[config.mk]
export PLATFORM = sky130hd
export DESIGN_NAME = cbs_two_class_shaper
export DESIGN_NICKNAME = d
export VERILOG_FILES = /design/src/rtl/cbs_pkg.sv /design/src/rtl/cbs_rate_map.sv /design/src/rtl/cbs_cfg_regs.sv /design/src/rtl/cbs_credit_acc.sv /design/src/rtl/cbs_two_class_shaper.sv
export SDC_FILE = /design/constraint.sdc
export NUM_CORES = 1
export LEC_CHECK = 0
export ABC_AREA = 1
export BUFFER_PORTS_ARGS = -buffer_cell sky130_fd_sc_hd__buf_2
export CORE_MARGIN = 2
export CORE_UTILIZATION = 60
export CTS_CLUSTER_SIZE = 25
export DETAILED_ROUTE_END_ITERATION = 8
export HOLD_SLACK_MARGIN = 0.15
export PLACE_DENSITY = 0.77
export SYNTH_ARGS = -nofsm -noshare
export SYNTH_HDL_FRONTEND = slang
export SYNTH_SLANG_ARGS = --single-unit
[constraint.sdc]
create_clock -name clk -period 11.1 [get_ports clk]
set_clock_uncertainty 0.15 [all_clocks]
set_input_delay 0.555 -clock clk [delete_from_list [all_inputs] [get_ports clk]]
set_output_delay 0.555 -clock clk [all_outputs]
set_load 0.02 [all_outputs]
[src/rtl/cbs_pkg.sv]
package cbs_pkg;
  localparam int MULT_W = 8;

  typedef enum logic [1:0] {
    SPD_10M  = 2'd0,
    SPD_100M = 2'd1,
    SPD_1G   = 2'd2,
    SPD_2G5  = 2'd3
  } spd_e;

  function automatic spd_e map_link(input logic [2:0] raw);
    case (raw)
      3'd2:    return SPD_100M;
      3'd3:    return SPD_1G;
      3'd4:    return SPD_2G5;
      default: return SPD_10M;
    endcase
  endfunction

  function automatic logic [MULT_W-1:0] spd_mult(input spd_e c);
    case (c)
      SPD_100M: return MULT_W'(10);
      SPD_1G:   return MULT_W'(100);
      SPD_2G5:  return MULT_W'(250);
      default:  return MULT_W'(1);
    endcase
  endfunction
endpackage

[src/rtl/cbs_rate_map.sv]
module cbs_rate_map
  import cbs_pkg::*;
(
  input  logic              clk,
  input  logic              rst,
  input  logic [2:0]        link_rate,
  output logic [1:0]        code,
  output logic [MULT_W-1:0] mult
);
  spd_e code_q;

  always_ff @(posedge clk) begin
    if (rst) begin
      code_q <= SPD_10M;
      mult   <= MULT_W'(1);
    end else begin
      code_q <= map_link(link_rate);
      mult   <= spd_mult(map_link(link_rate));
    end
  end

  assign code = code_q;

  p_unknown_rate_r10: assert property (@(posedge clk) disable iff (rst)
    !(link_rate inside {3'd2, 3'd3, 3'd4}) |=> code == 2'd0);
endmodule

[src/rtl/cbs_cfg_regs.sv]
module cbs_cfg_regs #(
  parameter int NUM_TC = 8,
  parameter int TC_W   = 3,
  parameter int BW_W   = 7,
  parameter int HC_W   = 20
) (
  input  logic                 clk,
  input  logic                 rst,
  input  logic                 cfg_wr,
  input  logic [TC_W-1:0]      cfg_tc,
  input  logic                 cfg_en,
  input  logic [BW_W-1:0]      cfg_bw,
  input  logic [HC_W-1:0]      cfg_hicredit,
  output logic                 cfg_ok,
  output logic                 cfg_rej,
  output logic [1:0]           en_q,
  output logic [1:0][BW_W-1:0] bw_q,
  output logic [1:0][HC_W-1:0] hc_q
);
  localparam logic [TC_W-1:0] TOP_TC = TC_W'(NUM_TC - 1);
  localparam logic [TC_W-1:0] SEC_TC = TC_W'(NUM_TC - 2);
  localparam logic [BW_W:0]   LIMIT  = (BW_W+1)'(100);

  logic          is_top, is_sec, slot, other, sum_ok, accept;
  logic [BW_W:0] share_sum;

  always_comb begin
    is_top    = (cfg_tc == TOP_TC);
    is_sec    = (cfg_tc == SEC_TC);
    slot      = is_sec;
    other     = ~slot;
    share_sum = {1'b0, cfg_bw} + (en_q[other] ? {1'b0, bw_q[other]} : '0);
    sum_ok    = (share_sum < LIMIT);
    if (!(is_top || is_sec))
      accept = 1'b0;
    else if (cfg_en)
      accept = sum_ok && (is_top || en_q[0]);
    else
      accept = is_sec || !en_q[1];
  end

  always_ff @(posedge clk) begin
    if (rst) begin
      cfg_ok  <= 1'b0;
      cfg_rej <= 1'b0;
      en_q    <= '0;
      bw_q    <= '0;
      hc_q    <= '0;
    end else begin
      cfg_ok  <= 1'b0;
      cfg_rej <= 1'b0;
      if (cfg_wr) begin
        if (accept) begin
          cfg_ok     <= 1'b1;
          en_q[slot] <= cfg_en;
          bw_q[slot] <= cfg_en ? cfg_bw : '0;
          hc_q[slot] <= cfg_en ? cfg_hicredit : '0;
        end else begin
          cfg_rej <= 1'b1;
        end
      end
    end
  end

  p_ok_rej_excl_r2: assert property (@(posedge clk) disable iff (rst)
    !(cfg_ok && cfg_rej));
  p_enable_order_r3: assert property (@(posedge clk) disable iff (rst)
    en_q[1] |-> en_q[0]);
  p_share_sum_r4: assert property (@(posedge clk) disable iff (rst)
    (&en_q) |-> ({1'b0, bw_q[0]} + {1'b0, bw_q[1]} < LIMIT));
  p_foreign_tc_r1: assert property (@(posedge clk) disable iff (rst)
    (cfg_wr && cfg_tc != TOP_TC && cfg_tc != SEC_TC) |=> (cfg_rej && $stable(en_q)));
endmodule

[src/rtl/cbs_credit_acc.sv]
module cbs_credit_acc
  import cbs_pkg::*;
#(
  parameter int CW   = 24,
  parameter int BW_W = 7,
  parameter int HC_W = 20
) (
  input  logic              clk,
  input  logic              rst,
  input  logic              en,
  input  logic [BW_W-1:0]   bw,
  input  logic [HC_W-1:0]   hicredit,
  input  logic [MULT_W-1:0] mult,
  input  logic              pending,
  input  logic              sending,
  input  logic              gate,
  output logic              eligible
);
  localparam int PW = BW_W + MULT_W;
  localparam logic [BW_W-1:0]  HUNDRED = BW_W'(100);
  localparam logic signed [CW:0] FLOOR = {2'b11, {(CW-1){1'b0}}};

  logic signed [CW-1:0] credit;
  logic signed [CW:0]   cur, idle_s, send_s, cap_s, nxt;
  logic [PW-1:0]        idle_u, send_u;

  always_comb begin
    idle_u = PW'(bw) * PW'(mult);
    send_u = PW'(HUNDRED - bw) * PW'(mult);
    idle_s = $signed({{(CW+1-PW){1'b0}}, idle_u});
    send_s = $signed({{(CW+1-PW){1'b0}}, send_u});
    cap_s  = $signed({{(CW+1-HC_W){1'b0}}, hicredit});
    cur    = {credit[CW-1], credit};
    if (sending) begin
      nxt = cur - send_s;
      if (nxt < FLOOR) nxt = FLOOR;
    end else if (pending) begin
      nxt = gate ? cur + idle_s : cur;
    end else if (!cur[CW] && cur != '0) begin
      nxt = '0;
    end else begin
      nxt = cur + idle_s;
      if (!nxt[CW]) nxt = '0;
    end
    if (nxt > cap_s) nxt = cap_s;
  end

  always_ff @(posedge clk) begin
    if (rst || !en) begin
      credit   <= '0;
      eligible <= 1'b1;
    end else begin
      credit   <= nxt[CW-1:0];
      eligible <= !nxt[CW];
    end
  end

  p_credit_cap_r7: assert property (@(posedge clk) disable iff (rst)
    en |=> (cur <= $past(cap_s)));
  p_disabled_idle_r9: assert property (@(posedge clk) disable iff (rst)
    !en |=> (credit == '0 && eligible));
  p_empty_queue_r8: assert property (@(posedge clk) disable iff (rst)
    (en && !pending && !sending) |=> (cur[CW] || cur == '0));
  p_send_drops_r6: assert property (@(posedge clk) disable iff (rst)
    (en && $past(en) && sending && bw < HUNDRED) |=> (cur < $past(cur) || cur == FLOOR));
endmodule

[src/rtl/cbs_two_class_shaper.sv]
module cbs_two_class_shaper
  import cbs_pkg::*;
#(
  parameter int NUM_TC = 8,
  parameter int TC_W   = $clog2(NUM_TC),
  parameter int BW_W   = 7,
  parameter int HC_W   = 20,
  parameter int CW     = 24
) (
  input  logic            clk,
  input  logic            rst,
  input  logic [2:0]      link_rate,
  input  logic            cfg_wr,
  input  logic [TC_W-1:0] cfg_tc,
  input  logic            cfg_en,
  input  logic [BW_W-1:0] cfg_bw,
  input  logic [HC_W-1:0] cfg_hicredit,
  output logic            cfg_ok,
  output logic            cfg_rej,
  input  logic [1:0]      q_pending,
  input  logic [1:0]      q_sending,
  input  logic [1:0]      gate_open,
  output logic [1:0]      tx_eligible,
  output logic [1:0]      speed_code
);
  localparam int SLOTS = 2;

  logic [MULT_W-1:0]         mult;
  logic [SLOTS-1:0]          en_q;
  logic [SLOTS-1:0][BW_W-1:0] bw_q;
  logic [SLOTS-1:0][HC_W-1:0] hc_q;

  cbs_rate_map u_rate (
    .clk(clk), .rst(rst), .link_rate(link_rate),
    .code(speed_code), .mult(mult)
  );

  cbs_cfg_regs #(
    .NUM_TC(NUM_TC), .TC_W(TC_W), .BW_W(BW_W), .HC_W(HC_W)
  ) u_cfg (
    .clk(clk), .rst(rst), .cfg_wr(cfg_wr), .cfg_tc(cfg_tc),
    .cfg_en(cfg_en), .cfg_bw(cfg_bw), .cfg_hicredit(cfg_hicredit),
    .cfg_ok(cfg_ok), .cfg_rej(cfg_rej),
    .en_q(en_q), .bw_q(bw_q), .hc_q(hc_q)
  );

  for (genvar s = 0; s < SLOTS; s++) begin : g_slot
    cbs_credit_acc #(.CW(CW), .BW_W(BW_W), .HC_W(HC_W)) u_acc (
      .clk(clk), .rst(rst), .en(en_q[s]), .bw(bw_q[s]),
      .hicredit(hc_q[s]), .mult(mult),
      .pending(q_pending[s]), .sending(q_sending[s]), .gate(gate_open[s]),
      .eligible(tx_eligible[s])
    );
  end
endmodule

Yosys cells after proc, flatten, opt, wreduce, memory -nomap -nowiden
Cells that the tools add are included.

word-level totals
  register bits = 118
  latch bits = 0
  bits in writable memories = 0
  memory bits (read-only) = 0
  input port bits = 43
  output and inout port bits = 6
  word-level logic and storage cells = 102
  memories kept = 0

cells by class
  add/subtract/negate cells = 7
  multipliers = 4
  div/mod/pow operators = 0
  order comparisons = 8
  equal/unequal tests = 8
  shift operators = 0
  mux-type cells = 37
  bitwise operators = 2
  reductions and logical operators = 21

operators by type and width
  operator                                                                count
  25-bit two-way mux                                                      14
  24-bit by 16-bit adder with 25-bit output                               2
  25-bit by 21-bit > comparator with 1-bit output                         2
  25-bit by 24-bit < comparator with 1-bit output, second input constant  2
  25-bit nonzero test                                                     2
  24-bit by 16-bit subtractor with 25-bit output                          2
  40-bit bitwise mux                                                      1
  20-bit two-way mux                                                      2
  7-bit two-way mux                                                       5
  15-bit by 8-bit multiplier with 15-bit output                           2
  7-bit by 8-bit multiplier with 15-bit output                            2
  8-bit one-hot mux with 3 select lines                                   1
  20-bit demux with 1-bit select                                          1
  7-bit by 7-bit subtractor with 8-bit output, first input constant       2
  14-bit bitwise mux                                                      1
  3-bit == test, second input constant                                    3
  7-bit by 8-bit adder with 8-bit output                                  1
  8-bit by 7-bit < comparator with 1-bit output, second input constant    1
  7-bit demux with 1-bit select                                           1
  1-bit two-way mux                                                       7
  3-bit by 2-bit == test with 1-bit output, second input constant         2
  1-bit zero test                                                         6
  2-bit one-hot mux with 3 select lines                                   1
  2-bit OR reduction                                                      3
  11 further kinds                                                        21

Logic depth before layout (Yosys ltp)
Gate-level depths: netlist of run 1.

  depth after elaboration = 11
  mapped depth = 60
  mapped depth without buffers = 58

By module
Synthesis of run 1 repeated with hierarchy kept, for this count alone.

second synthesis, totals
  cells, all modules = 3143
  area total of the unflattened synthesis = 19856.5 um2

modules (own cells, without submodules)
  module                             times used  cells each  area an instance (um2)  sequential area each (um2)
  cbs_credit_acc at g_slot[0].u_acc  1           1304        8305.5                  500.5
  cbs_credit_acc at g_slot[1].u_acc  1           1305        8205.4                  500.5
  cbs_cfg_regs                       1           510         3114.2                  1161.1
  cbs_rate_map                       1           24          231.5                   140.1

Worst setup path before layout of run 1
OpenSTA, ideal clock, no wires.

  path kind = register to register
  from = register u_cfg.bw_q[0] (netlist name)
  to = register g_slot[0].u_acc.credit[11]
  setup time = 113 ps
  arrival = 7801 ps
  required time = 10837 ps
  slack = 3036 ps
  cell stages (with the launch flop) = 57
  buffers on the path = 3
  clock period less this slack = 8064 ps
  cell sequence = dfxtp_1 > inv_1 > ha_1 > or2_2 > nand3_1 > nand2_1 > xor2_1 > nor2_1 > fa_1 > fa_1 > fa_1 > inv_1 > fa_1 > inv_1 > ha_1 > nand2_1 > nor3_1 > nand2_1 > [... 21 more ...] > ha_1 > nand2_1 > inv_1 > o21ai_0 > a21oi_1 > nor2_1 > nand2_1 > nand2_1 > nand2_1 > nand2_1 > a21oi_1 > nor2_1 > nand3_2 > nand2_2 > buf_6 > buf_6 > nor2_1 > nor2_1

on the way
  longest elaborated chain between the ends = 8

ends and longest elaborated chain
  what                                                                                                         RTL line                                                          RTL
  from (decl)                                                                                                  cbs_cfg_regs.sv:17                                                output logic [1:0][BW_W-1:0] bw_q,
  from (signal, indexed assignment)                                                                            cbs_cfg_regs.sv:56                                                bw_q[slot] <= cfg_en ? cfg_bw : '0;
  7-bit by 7-bit subtractor with 8-bit output or 7-bit by 8-bit multiplier with 15-bit output (tied branches)  cbs_credit_acc.sv:29, cbs_credit_acc.sv:28
  15-bit by 8-bit multiplier with 15-bit output or 24-bit by 16-bit adder with 25-bit output (tied branches)   cbs_credit_acc.sv:29, cbs_credit_acc.sv:38, cbs_credit_acc.sv:42
  24-bit by 16-bit subtractor with 25-bit output or 25-bit two-way mux (tied branches)                         cbs_credit_acc.sv:35, cbs_credit_acc.sv:43
  25-bit by 24-bit < comparator with 1-bit output or 25-bit two-way mux (tied branches)                        cbs_credit_acc.sv:36, cbs_credit_acc.sv:39
  25-bit two-way mux, on equally long branches                                                                 cbs_credit_acc.sv:36, cbs_credit_acc.sv:37
  25-bit two-way mux *                                                                                         cbs_credit_acc.sv:34                                              if (sending) begin
  25-bit by 21-bit > comparator with 1-bit output                                                              cbs_credit_acc.sv:45                                              if (nxt > cap_s) nxt = cap_s;
  25-bit two-way mux *                                                                                         cbs_credit_acc.sv:45
  to (signal assigned)                                                                                         cbs_credit_acc.sv:53                                              credit <= nxt[CW-1:0];
  to (decl)                                                                                                    cbs_credit_acc.sv:23                                              logic signed [CW-1:0] credit;

Every way passes the cells marked *; elsewhere a longest branch is shown, timed or not.
A chain may end at the register's enable or synchronous reset.

Worst setup path after layout of run 1
  from = register u_cfg.bw_q[1] (netlist name)
  to = register g_slot[0].u_acc.credit[20]

on the way
  longest elaborated chain between the ends = 8

ends and longest elaborated chain
  what                                                                                                         RTL line
  7-bit by 7-bit subtractor with 8-bit output or 7-bit by 8-bit multiplier with 15-bit output (tied branches)  cbs_credit_acc.sv:29, cbs_credit_acc.sv:28
  15-bit by 8-bit multiplier with 15-bit output or 24-bit by 16-bit adder with 25-bit output (tied branches)   cbs_credit_acc.sv:29, cbs_credit_acc.sv:38, cbs_credit_acc.sv:42
  24-bit by 16-bit subtractor with 25-bit output or 25-bit two-way mux (tied branches)                         cbs_credit_acc.sv:35, cbs_credit_acc.sv:43
  25-bit by 24-bit < comparator with 1-bit output or 25-bit two-way mux (tied branches)                        cbs_credit_acc.sv:36, cbs_credit_acc.sv:39
  25-bit two-way mux, on equally long branches                                                                 cbs_credit_acc.sv:36, cbs_credit_acc.sv:37
  25-bit two-way mux *                                                                                         cbs_credit_acc.sv:34
  25-bit by 21-bit > comparator with 1-bit output                                                              cbs_credit_acc.sv:45
  2-bit OR reduction (no line)                                                                                 -

Marks and branches as above.

==> results of run 1 <==
## cells by family (layout without fill, tap and decap cells)
| group | after synthesis | after routing | synth area share [%] |
|---|---|---|---|
| adders and majority gates | 378 | 378 | 30.3 |
| xor gates and xnor gates | 132 | 132 | 5.96 |
| and+or+nand+nor | 1258 | 1258 | 26.5 |
| DFF | 115 | 115 | 11.9 |
| AOI/OAI and AO/OA | 371 | 371 | 11.1 |
| buffers and inverters | 720 | 733 | 14.3 |
## power breakdown
part | internal (mW) | leakage [nW] | switching, mW | total [mW]
registers | 0.421 | 0.930 | 0.0121 | 0.433
clock network | 0.378 | 0.301 | 0.220 | 0.597
logic | 0.172 | 10.5 | 0.321 | 0.493
total | 0.970 | 11.8 | 0.553 | 1.52
## area by class of cell
cell class	instances	area share [%]
Timing Repair Buffer	54	1.39
Inverter	648	11.9
Sequential cell	115	11.2
Tap cell	402	2.46
Multi-Input combinational cell	2139	70.0
Clock inverter	14	0.984
Clock buffer	17	2.08
## layer usage
metal  wire, um  share of wire, %  global-route usage, %
met4       2630               4.9                   15.2
met2      24900                47                   55.1
met5          0                 0                      0
met1      22600                42                   41.3
met3       3140               5.9                   3.21
## synth_stat cells (3+ instances only)
| master | n |
|---|---|
| o21bai_1 | 44 |
| nor3_1 | 22 |
| buf_1 | 4 |
| o22ai_1 | 22 |
| ha_1 | 224 |
| dfxtp_1 | 115 |
| o21a_1 | 5 |
| xnor2_1 | 53 |
| nand4_1 | 29 |
| nor2_2 | 12 |
| inv_2 | 9 |
| o211ai_1 | 12 |
| nand3_1 | 112 |
| o31ai_1 | 3 |
| nand2_1 | 700 |
| a211oi_1 | 5 |
| a21oi_1 | 160 |
| or2_2 | 3 |
| nor4_1 | 4 |
| o21ai_1 | 5 |
| inv_1 | 637 |
| clkbuf_1 | 40 |
| nand3_2 | 6 |
| nand3b_1 | 5 |
| a31oi_1 | 9 |
| nand2_2 | 10 |
| xor2_1 | 79 |
| o21ai_0 | 80 |
| nor2_1 | 345 |
| buf_6 | 6 |
| a21o_1 | 14 |
| buf_2 | 20 |
| fa_1 | 154 |
## worst min path at each step
stage | startpoint | slack [ps] | end
5_1_grt | link_rate[0] | 190 | u_rate.mult[3]$_SDFF_PP0_
3_3_place_gp | u_cfg.hc_q[9]$_SDFFE_PP0P_ | 330 | g_slot[0].u_acc.credit[9]$_SDFF_PP0_
6_report | link_rate[0] | 190 | u_rate.mult[3]$_SDFF_PP0_
3_5_place_dp | u_cfg.hc_q[11]$_SDFFE_PP0P_ | 320 | g_slot[0].u_acc.credit[11]$_SDFF_PP0_
4_1_cts | link_rate[0] | 180 | u_rate.mult[3]$_SDFF_PP0_
2_1_floorplan | u_cfg.hc_q[11]$_SDFFE_PP0P_ | 300 | g_slot[0].u_acc.credit[11]$_SDFF_PP0_
## sequential cells by signal (all words and copies together) (netlist names)
| register | count |
|---|---|
| u_cfg.hc_q | 40 |
| g_slot.u_acc.credit | 48 |
| u_rate.code | 2 |
| u_rate.mult | 5 |
| g_slot.u_acc.eligible | 2 |
| u_cfg.en_q | 2 |
| u_cfg.bw_q | 14 |
| u_cfg.cfg_ok | 1 |
| u_cfg.cfg_rej | 1 |
## stage by stage
| stage | cells | worst slack (ps) | cell area, um^2 |
|---|---|---|---|
| global route | 3389 | 26.7 | 20500 |
| floorplan | 2974 | 3040 | 19400 |
| finish | 3389 | 895 | 20500 |
| detailed placement | 3358 | 950 | 19900 |
| global placement | 3358 | 1110 | 19900 |
| CTS | 3389 | 954 | 20500 |
==> reports/metrics.cfg, run 1 <==
[sta]
rsz0062_at_grt=false
slew_viol_final=0
hold_slack_ps=186
relSlewSlack_pct=20.0
final-setup-viol-count=0
post-route-period-util_pct=91.9
period_needed_ps=10210
max_freq_mhz=98.0
worst_slew_pin_slew_ps=1200
hold_violations=0
final.setup.tns_ps=0

[floorplan]
core_mm2=0.0317
die_w_um=184
dieArea_mm2=0.0338
io_pins=49
rows=65
fp.dieH_um=184
initial_core_util_pct=61.2

[route]
initialDrtViolationCount=1472
vias=18500
postRouteAntennaNets=0
drc_errors=0
wl_um=53300
first_pass_iters=8
via_per_inst=5.47
wl_per_cell_um=15.7

[worst_setup_path]
path_buf_inv=6
reg2regPathDepth=52
critPathCaptureType=flip-flop
cp_max_fo=29
worst-setup-path-type=reg2reg
r2r_slack_ps=890
crit_required_ps=11310
path_delay_family=simple AND/OR/NAND/NOR gates
cp.depth=52
rr_endpoint=g_slot[0].u_acc.credit[20]$_SDFF_PP0_
critPathSlowestCell=fa_1
critPathArrivalTime_ps=10410
start_kind=flip-flop
crit_path_frequent_cell=nand2_1
crit_path_start=u_cfg.bw_q[1]$_SDFFE_PP0P_
rr_startpoint=u_cfg.bw_q[1]$_SDFFE_PP0P_
endpoint=g_slot[0].u_acc.credit[20]$_SDFF_PP0_
max_stage_delay_ps=540

[synth]
synth-edff-count=0
yosys-top-cells-area=fa_1 16%, ha_1 14%, nand2_1 14%, inv_1 12%, dfxtp_1 12%
syn-cell-area_mm2=0.0194
yosysSeqAreaShare_pct=11.9
yosysTopAreaCell=fa_1
yosys_warnings=0
synth_seq_cells=115
syn-instance-count=2974
synth.net_count=3395
yosysTopAreaCellShare_pct=15.9
async_reset_ff_share_pct=0
yosys_most_used_dff=dfxtp_1
netlist-cell-type-count=50
post_synth.cell_area_avg_um2=6.53

[global_routing]
grt_usage_pct=32.3
grt_first_pass_wirelength_um=87200
gr-total-overflow=0
grt_pass1_vias=17800
grt_max_degree=57
grt_antenna_before_repair=0

[pwr]
p_per_area_mw_per_mm2=74.4
p_leak_nw=11.8
total_power_mw=1.52
worst_ir_drop_vdd_uv=107

[clocking]
post_cts_resized=0
cts_tree=built
cts_buffer_depth=2
path_clk_slew_ps=60
numCtsBuffers=17
cts_htree_levels=4
clock_sinks=115
cts_setup_buffers=0
root_buffer=clkbuf_16
insertion_delay_ps=430
hold_buffers=0

[cells_and_area]
syn_to_final_growth_pct=5.50
final_cell_mix=700 x nand2_1, 637 x inv_1, 345 x nor2_1, 224 x ha_1, 160 x a21oi_1
finish.utilization_pct=64.6
drive_gt1_share_pct=4.45
final_common_cell=nand2_1
fillers=2949
nNetsFinal=3396
regArea_mm2=0.00230
multi_input_comb_area_mm2=0.0143
num_antenna_cells=0

[min_path]
worstHoldPathType=in2reg
hold_depth=2

[placed_design]
gp_congestion=1.02
port_buffers=48
hpwl_um=44600

[job]
cap_violations=0

[status]
run_status=complete, no violations

Note: power is estimated with default switching activity, not from simulation.
==> run 2, diff against run 1 <==
- ABC_AREA: 1 -> unset
- CAP_MARGIN: unset -> 25
==> reports/metrics.cfg, run 2 <==
[status]
run_status=complete, no violations

[route]
via_per_inst=5.80
initialDrtViolationCount=1130
first_pass_iters=5
drc_errors=0
wl_um=44400
postRouteAntennaNets=0
wl_per_cell_um=16.8
vias=15300

[min_path]
worstHoldPathType=in2reg
hold_depth=2
worstHoldStart=link_rate[0]
hold_end=u_rate.mult[3]$_SDFF_PP0_

[clocking]
root_buffer=clkbuf_16
path_clk_slew_ps=60
numCtsBuffers=17
clock_sinks=115
cts_tree=built
insertion_delay_ps=430
cts_buffer_depth=2
hold_buffers=0
cts_htree_levels=4

[worst_setup_path]
worst-setup-path-type=reg2reg
crit_required_ps=11280
rr_endpoint=g_slot[0].u_acc.credit[9]$_SDFF_PP0_
rr_startpoint=u_cfg.bw_q[2]$_SDFFE_PP0P_
critPathSlowestCell=o21ai_2
reg2regPathDepth=37
critPathArrivalTime_ps=10640
path_delay_family=compound AO/OA/AOI/OAI gates
r2r_slack_ps=630
cp_max_fo=20
start_kind=flip-flop
critPathCaptureType=flip-flop
max_stage_delay_ps=690
cp.depth=37
path_buf_inv=5

[global_routing]
grt_usage_pct=28.8
use_met3_pct=4.01
busiest_layer=met2
grt_first_pass_wirelength_um=73200
grt_util_met1_pct=37.0
gr-total-overflow=0
met2_usage_pct=49.2
grt_max_degree=64
grt_antenna_before_repair=2
grt_pass1_vias=15000

[sta]
rsz0062_at_grt=false
period_needed_ps=10470
worst_slew_pin_slew_ps=981
slew_viol_final=0
final-setup-viol-count=0
hold_violations=0
relSlewSlack_pct=32.9
max_freq_mhz=95.6
final.setup.tns_ps=0
post-route-period-util_pct=94.3

[synth]
yosys_most_used_dff=dfxtp_1
yosysSeqAreaShare_pct=12.7
synth-edff-count=0
synth_compound_area_share_pct=15.2
netlist-cell-type-count=92
synth.area.mux_share_pct=5.91
yosys_warnings=0
synth_top_family_by_area=adder cells
post_synth.cell_area_avg_um2=8.09
async_reset_ff_share_pct=0
yosys.cell_count.top_type=inv_1
syn-instance-count=2234
synth_seq_cells=115
synth_simple_gate_area_share_pct=17.9
synth.net_count=2655
synth_xor_area_share_pct=5.72
synthAdderAreaFrac_pct=32.7
yosysTopAreaCellShare_pct=17.1
yosysTopAreaCell=fa_1
yosys-top-cells-count=360 x inv_1, 233 x nand2_1, 224 x ha_1
yosys-top-cells-area=fa_1 17%, ha_1 16%, dfxtp_1 13%, inv_1 7.5%, mux2i_1 5.7%
syn-cell-area_mm2=0.0181

[pwr]
worst_ir_drop_vdd_uv=104
p_leak_nw=9.37
p_per_area_mw_per_mm2=67.2
total_power_mw=1.29

[cells_and_area]
syn_to_final_growth_pct=5.92
finish.utilization_pct=64.6
largest_register=g_slot.u_acc.credit
nNetsFinal=2655
drive_gt1_share_pct=6.14
final_common_cell=inv_1
reg_top3=g_slot.u_acc.credit (48), u_cfg.hc_q (40), u_cfg.bw_q (14)
final_cell_mix=360 x inv_1, 233 x nand2_1, 224 x ha_1, 161 x nor2_1, 154 x fa_1
largest_reg_flops=48

[job]
cap_violations=0

[placed_design]
port_buffers=48
gp_congestion=0.933
hpwl_um=36000

[floorplan]
rows=63
fp.dieH_um=178
io_pins=49
dieArea_mm2=0.0315
core_mm2=0.0296
die_w_um=178
initial_core_util_pct=61.0

==> run 2: changes by cell type in the layout (fill, tap and decap cells not counted), sizes merged, moves of 70 or more <==
cell	change
a21oi	-70
and2	+97
nand3	-98
nor2	-194
nand2	-479
mux2i	+103
inv	-286
==> run 2: cell families (layout without fill, tap and decap cells) <==
kind of cell / Yosys count / in the layout
compound gates: 399 / 400
xor+xnor: 118 / 118
fa+ha+maj: 381 / 381
buf+inv: 444 / 456
flops: 115 / 115
mux: 106 / 106
other cells: 0 / 2
simple gates: 671 / 671
==> run 2: area by class of cell <==
type / instances / area, um^2
inverters: 361 / 1360
multi-input cells: 1676 / 14000
well taps: 390 / 488
repair buffers: 63 / 353
diodes: 2 / 5.00
flip-flops and latches: 115 / 2300
fillers: 2549 / 10500
clock buffers: 20 / 467
clock inverters: 12 / 121
==> run 2: worst reg2reg max path, delay by kind of cell (launching register included) <==
kind / cells / cell delay [ps]
xor gates and xnor gates: 2 / 890
adders and majority gates: 7 / 3030
AOI/OAI and AO/OA: 15 / 3330
and+or+nand+nor: 7 / 1450
DFF: 1 / 560
muxes: 1 / 390
buffers and inverters: 5 / 580
==> run 2: worst max-delay path by stage <==
stage | from | to | slack, ps
after floorplan | u_cfg.bw_q[1]$_SDFFE_PP0P_ | g_slot[0].u_acc.credit[3]$_SDFF_PP0_ | 2040
after global placement | u_cfg.bw_q[2]$_SDFFE_PP0P_ | g_slot[0].u_acc.credit[9]$_SDFF_PP0_ | 1040
after detailed placement | u_cfg.bw_q[1]$_SDFFE_PP0P_ | g_slot[0].u_acc.credit[9]$_SDFF_PP0_ | 680
after CTS | u_cfg.bw_q[1]$_SDFFE_PP0P_ | g_slot[0].u_acc.credit[9]$_SDFF_PP0_ | 640
after global routing | u_cfg.bw_q[2]$_SDFFE_PP0P_ | g_slot[0].u_acc.credit[3]$_SDFF_PP0_ | 30
final | u_cfg.bw_q[2]$_SDFFE_PP0P_ | g_slot[0].u_acc.credit[9]$_SDFF_PP0_ | 630
==> run 2: per-layer routing <==
layer  vias to the layer above  part of all wire (%)  wire length, um
li1                       7438                     -                -
met1                      7344                    44            19400
met2                       420                    48            21400
met3                       107                   4.9             2160
met4                         0                   3.2             1420
met5                         -                     0                0
==> run 2: stage by stage <==
stage | setup slack, ps | hold WS, ps | cell area (um^2) | std cells
4_1_cts | 638 | 175 | 19100 | 2636
2_1_floorplan | 2040 | 300 | 18100 | 2234
6_report | 635 | 187 | 19100 | 2639
5_1_grt | 28.5 | 194 | 19100 | 2637
3_3_place_gp | 1040 | 320 | 18500 | 2604
3_5_place_dp | 678 | 326 | 18500 | 2604
==> run 2: what timing repair did <==
action,4_1_cts,5_1_grt
endpoints found under the setup margin,0,23
setup buffers,0,0
hold endpoints to repair,0,0
gates resized for setup,0,2
==> run 2: report_power, final <==
group	switching, mW	internal, mW	total [mW]
combinational	0.187	0.126	0.313
clock	0.219	0.329	0.548
sequential	0.00821	0.418	0.426
total	0.414	0.872	1.29
==> run 3, diff against run 2 <==
- clock period: 11.1 -> 12.7 ns (I/O delays scaled with it)
==> reports/metrics.cfg, run 3 (same netlist as run 2, synthesis figures left out) <==
[status]
run_status=complete, no violations

[sta]
period_needed_ps=10630
max_freq_mhz=94.1
worst_slew_pin_slew_ps=1110
final-setup-viol-count=0
post-route-period-util_pct=83.7
relSlewSlack_pct=26.0
rsz0062_at_grt=false
hold_violations=0
final.setup.tns_ps=0
slew_viol_final=0

[clocking]
insertion_delay_ps=440
root_buffer=clkbuf_16
cts_setup_buffers=0
hold_buffers=0
cts_buffer_depth=2
post_cts_resized=0
cts_tree=built
numCtsBuffers=17
cts_htree_levels=4
clock_sinks=115
path_clk_slew_ps=60

[min_path]
worstHoldPathType=in2reg
hold_end=u_rate.code[0]$_SDFF_PP0_
hold_depth=2
worstHoldStart=link_rate[0]

[route]
wl_um=44400
drc_errors=0
vias=15300
initialDrtViolationCount=992
wl_per_cell_um=16.9
first_pass_iters=5
postRouteAntennaNets=0
via_per_inst=5.82

[worst_setup_path]
max_stage_delay_ps=750
cp_max_fo=20
critPathCaptureType=flip-flop
rr_startpoint=u_cfg.bw_q[7]$_SDFFE_PP0P_
start_kind=flip-flop
r2r_slack_ps=2070
crit_path_start=u_cfg.bw_q[7]$_SDFFE_PP0P_
reg2regPathDepth=40
rr_endpoint=g_slot[1].u_acc.credit[1]$_SDFF_PP0_
worst-setup-path-type=reg2reg
critPathArrivalTime_ps=10820
critPathSlowestCell=a311o_1
crit_required_ps=12890

[global_routing]
grt_first_pass_wirelength_um=73900
grt_usage_pct=29.1
grt_pass1_vias=15100
gr-total-overflow=0
grt_max_degree=64
grt_antenna_before_repair=1

[pwr]
pwr-share-clk_pct=43.1
p_leak_nw=9.36
worst_ir_drop_vdd_uv=88.1
p_per_area_mw_per_mm2=59.2
p_switching_uw=361
netSwitchingFraction_pct=31.9
pwr-share-seq_pct=32.8
combinationalPowerShare_pct=24.2
internal-power_uw=771

[floorplan]
rows=63
initial_core_util_pct=61.0
core_mm2=0.0296
die_w_um=178
fp.dieH_um=178
dieArea_mm2=0.0315
io_pins=49

[cells_and_area]
largest_register=g_slot.u_acc.credit
syn_to_final_growth_pct=5.82
fin_cells=2634
final_cell_mix=360 x inv_1, 233 x nand2_1, 224 x ha_1, 161 x nor2_1, 154 x fa_1
fin_area_mm2=0.0191
final_common_cell=inv_1
multi_input_comb_area_mm2=0.0140
reg_top3=g_slot.u_acc.credit (48), u_cfg.hc_q (40), u_cfg.bw_q (14)
regArea_mm2=0.00230
largest_reg_flops=48
drive_gt1_share_pct=5.88
fillers=2582
nNetsFinal=2652

[placed_design]
hpwl_um=36200
port_buffers=48
place_inst=2601
placed_area_mm2=0.0185
gp_congestion=0.929

[job]
cap_violations=0

run 3: cell types whose count changed in the layout (fill, tap and decap cells not counted), sizes merged:
| cell | change |
|---|---|
| bufinv | +1 |
| diode | -1 |
| clkbuf | -2 |
| a31oi | -1 |
| inv | +1 |
| clkinvlp | -1 |
| buf | -2 |
run 3: per-layer routing:
layer  wire, um  track usage [%]
met1      19400             37.6
met2      22100             51.2
met3       1880             2.76
met4       1110             9.08
met5          0                0
run 3: final cells by class:
type                            count  share of cell area (%)
Multi-Input combinational cell   1675                    73.3
Antenna cell                        1                  0.0131
Sequential cell                   115                    12.0
Clock inverter                     13                   0.792
Timing Repair Buffer               61                    1.87
Inverter                          361                    7.09
Tap cell                          390                    2.55
Clock buffer                       18                    2.30
run 3: critical path, delay by kind of cell, from the launching register on:
family / cells / cell delay [ps]
AO/OA/AOI/OAI: 13 / 3670
adder cells (fa/ha/maj): 8 / 3030
AND/OR/NAND/NOR: 11 / 1820
XOR/XNOR: 2 / 770
flip-flops: 1 / 500
multiplexers: 1 / 280
buffers and inverters: 5 / 270
run 3: power by group through the flow:
stage	sequential [mW]	combinational (mW)	clock [mW]
floorplan	0.376	0.207	0
global placement	0.379	0.262	0
finish	0.371	0.274	0.488
global route	0.371	0.306	0.510
CTS	0.371	0.271	0.493
detailed placement	0.379	0.269	0
run 3: how the worst max path moves through the flow:
stage,slack [ps],endpoint,cells after the start
3_3_place_gp,2360,g_slot[1].u_acc.credit[11]$_SDFF_PP0_,40
4_1_cts,2120,g_slot[1].u_acc.credit[1]$_SDFF_PP0_,41
3_5_place_dp,2180,g_slot[1].u_acc.credit[18]$_SDFF_PP0_,40
5_1_grt,1240,g_slot[1].u_acc.credit[1]$_SDFF_PP0_,40
6_report,2070,g_slot[1].u_acc.credit[1]$_SDFF_PP0_,40
2_1_floorplan,3640,g_slot[0].u_acc.credit[3]$_SDFF_PP0_,44
run 3: stage by stage:
stage | power (mW) | util [%] | hold slack (ps) | worst slack, ps
2_1_floorplan | 0.583 | - | 300 | 3640
3_3_place_gp | 0.641 | 62.4 | 317 | 2360
3_5_place_dp | 0.648 | 62.4 | 323 | 2180
4_1_cts | 1.14 | 64.4 | 243 | 2120
5_1_grt | 1.19 | 64.5 | 263 | 1240
6_report | 1.13 | 64.5 | 255 | 2070
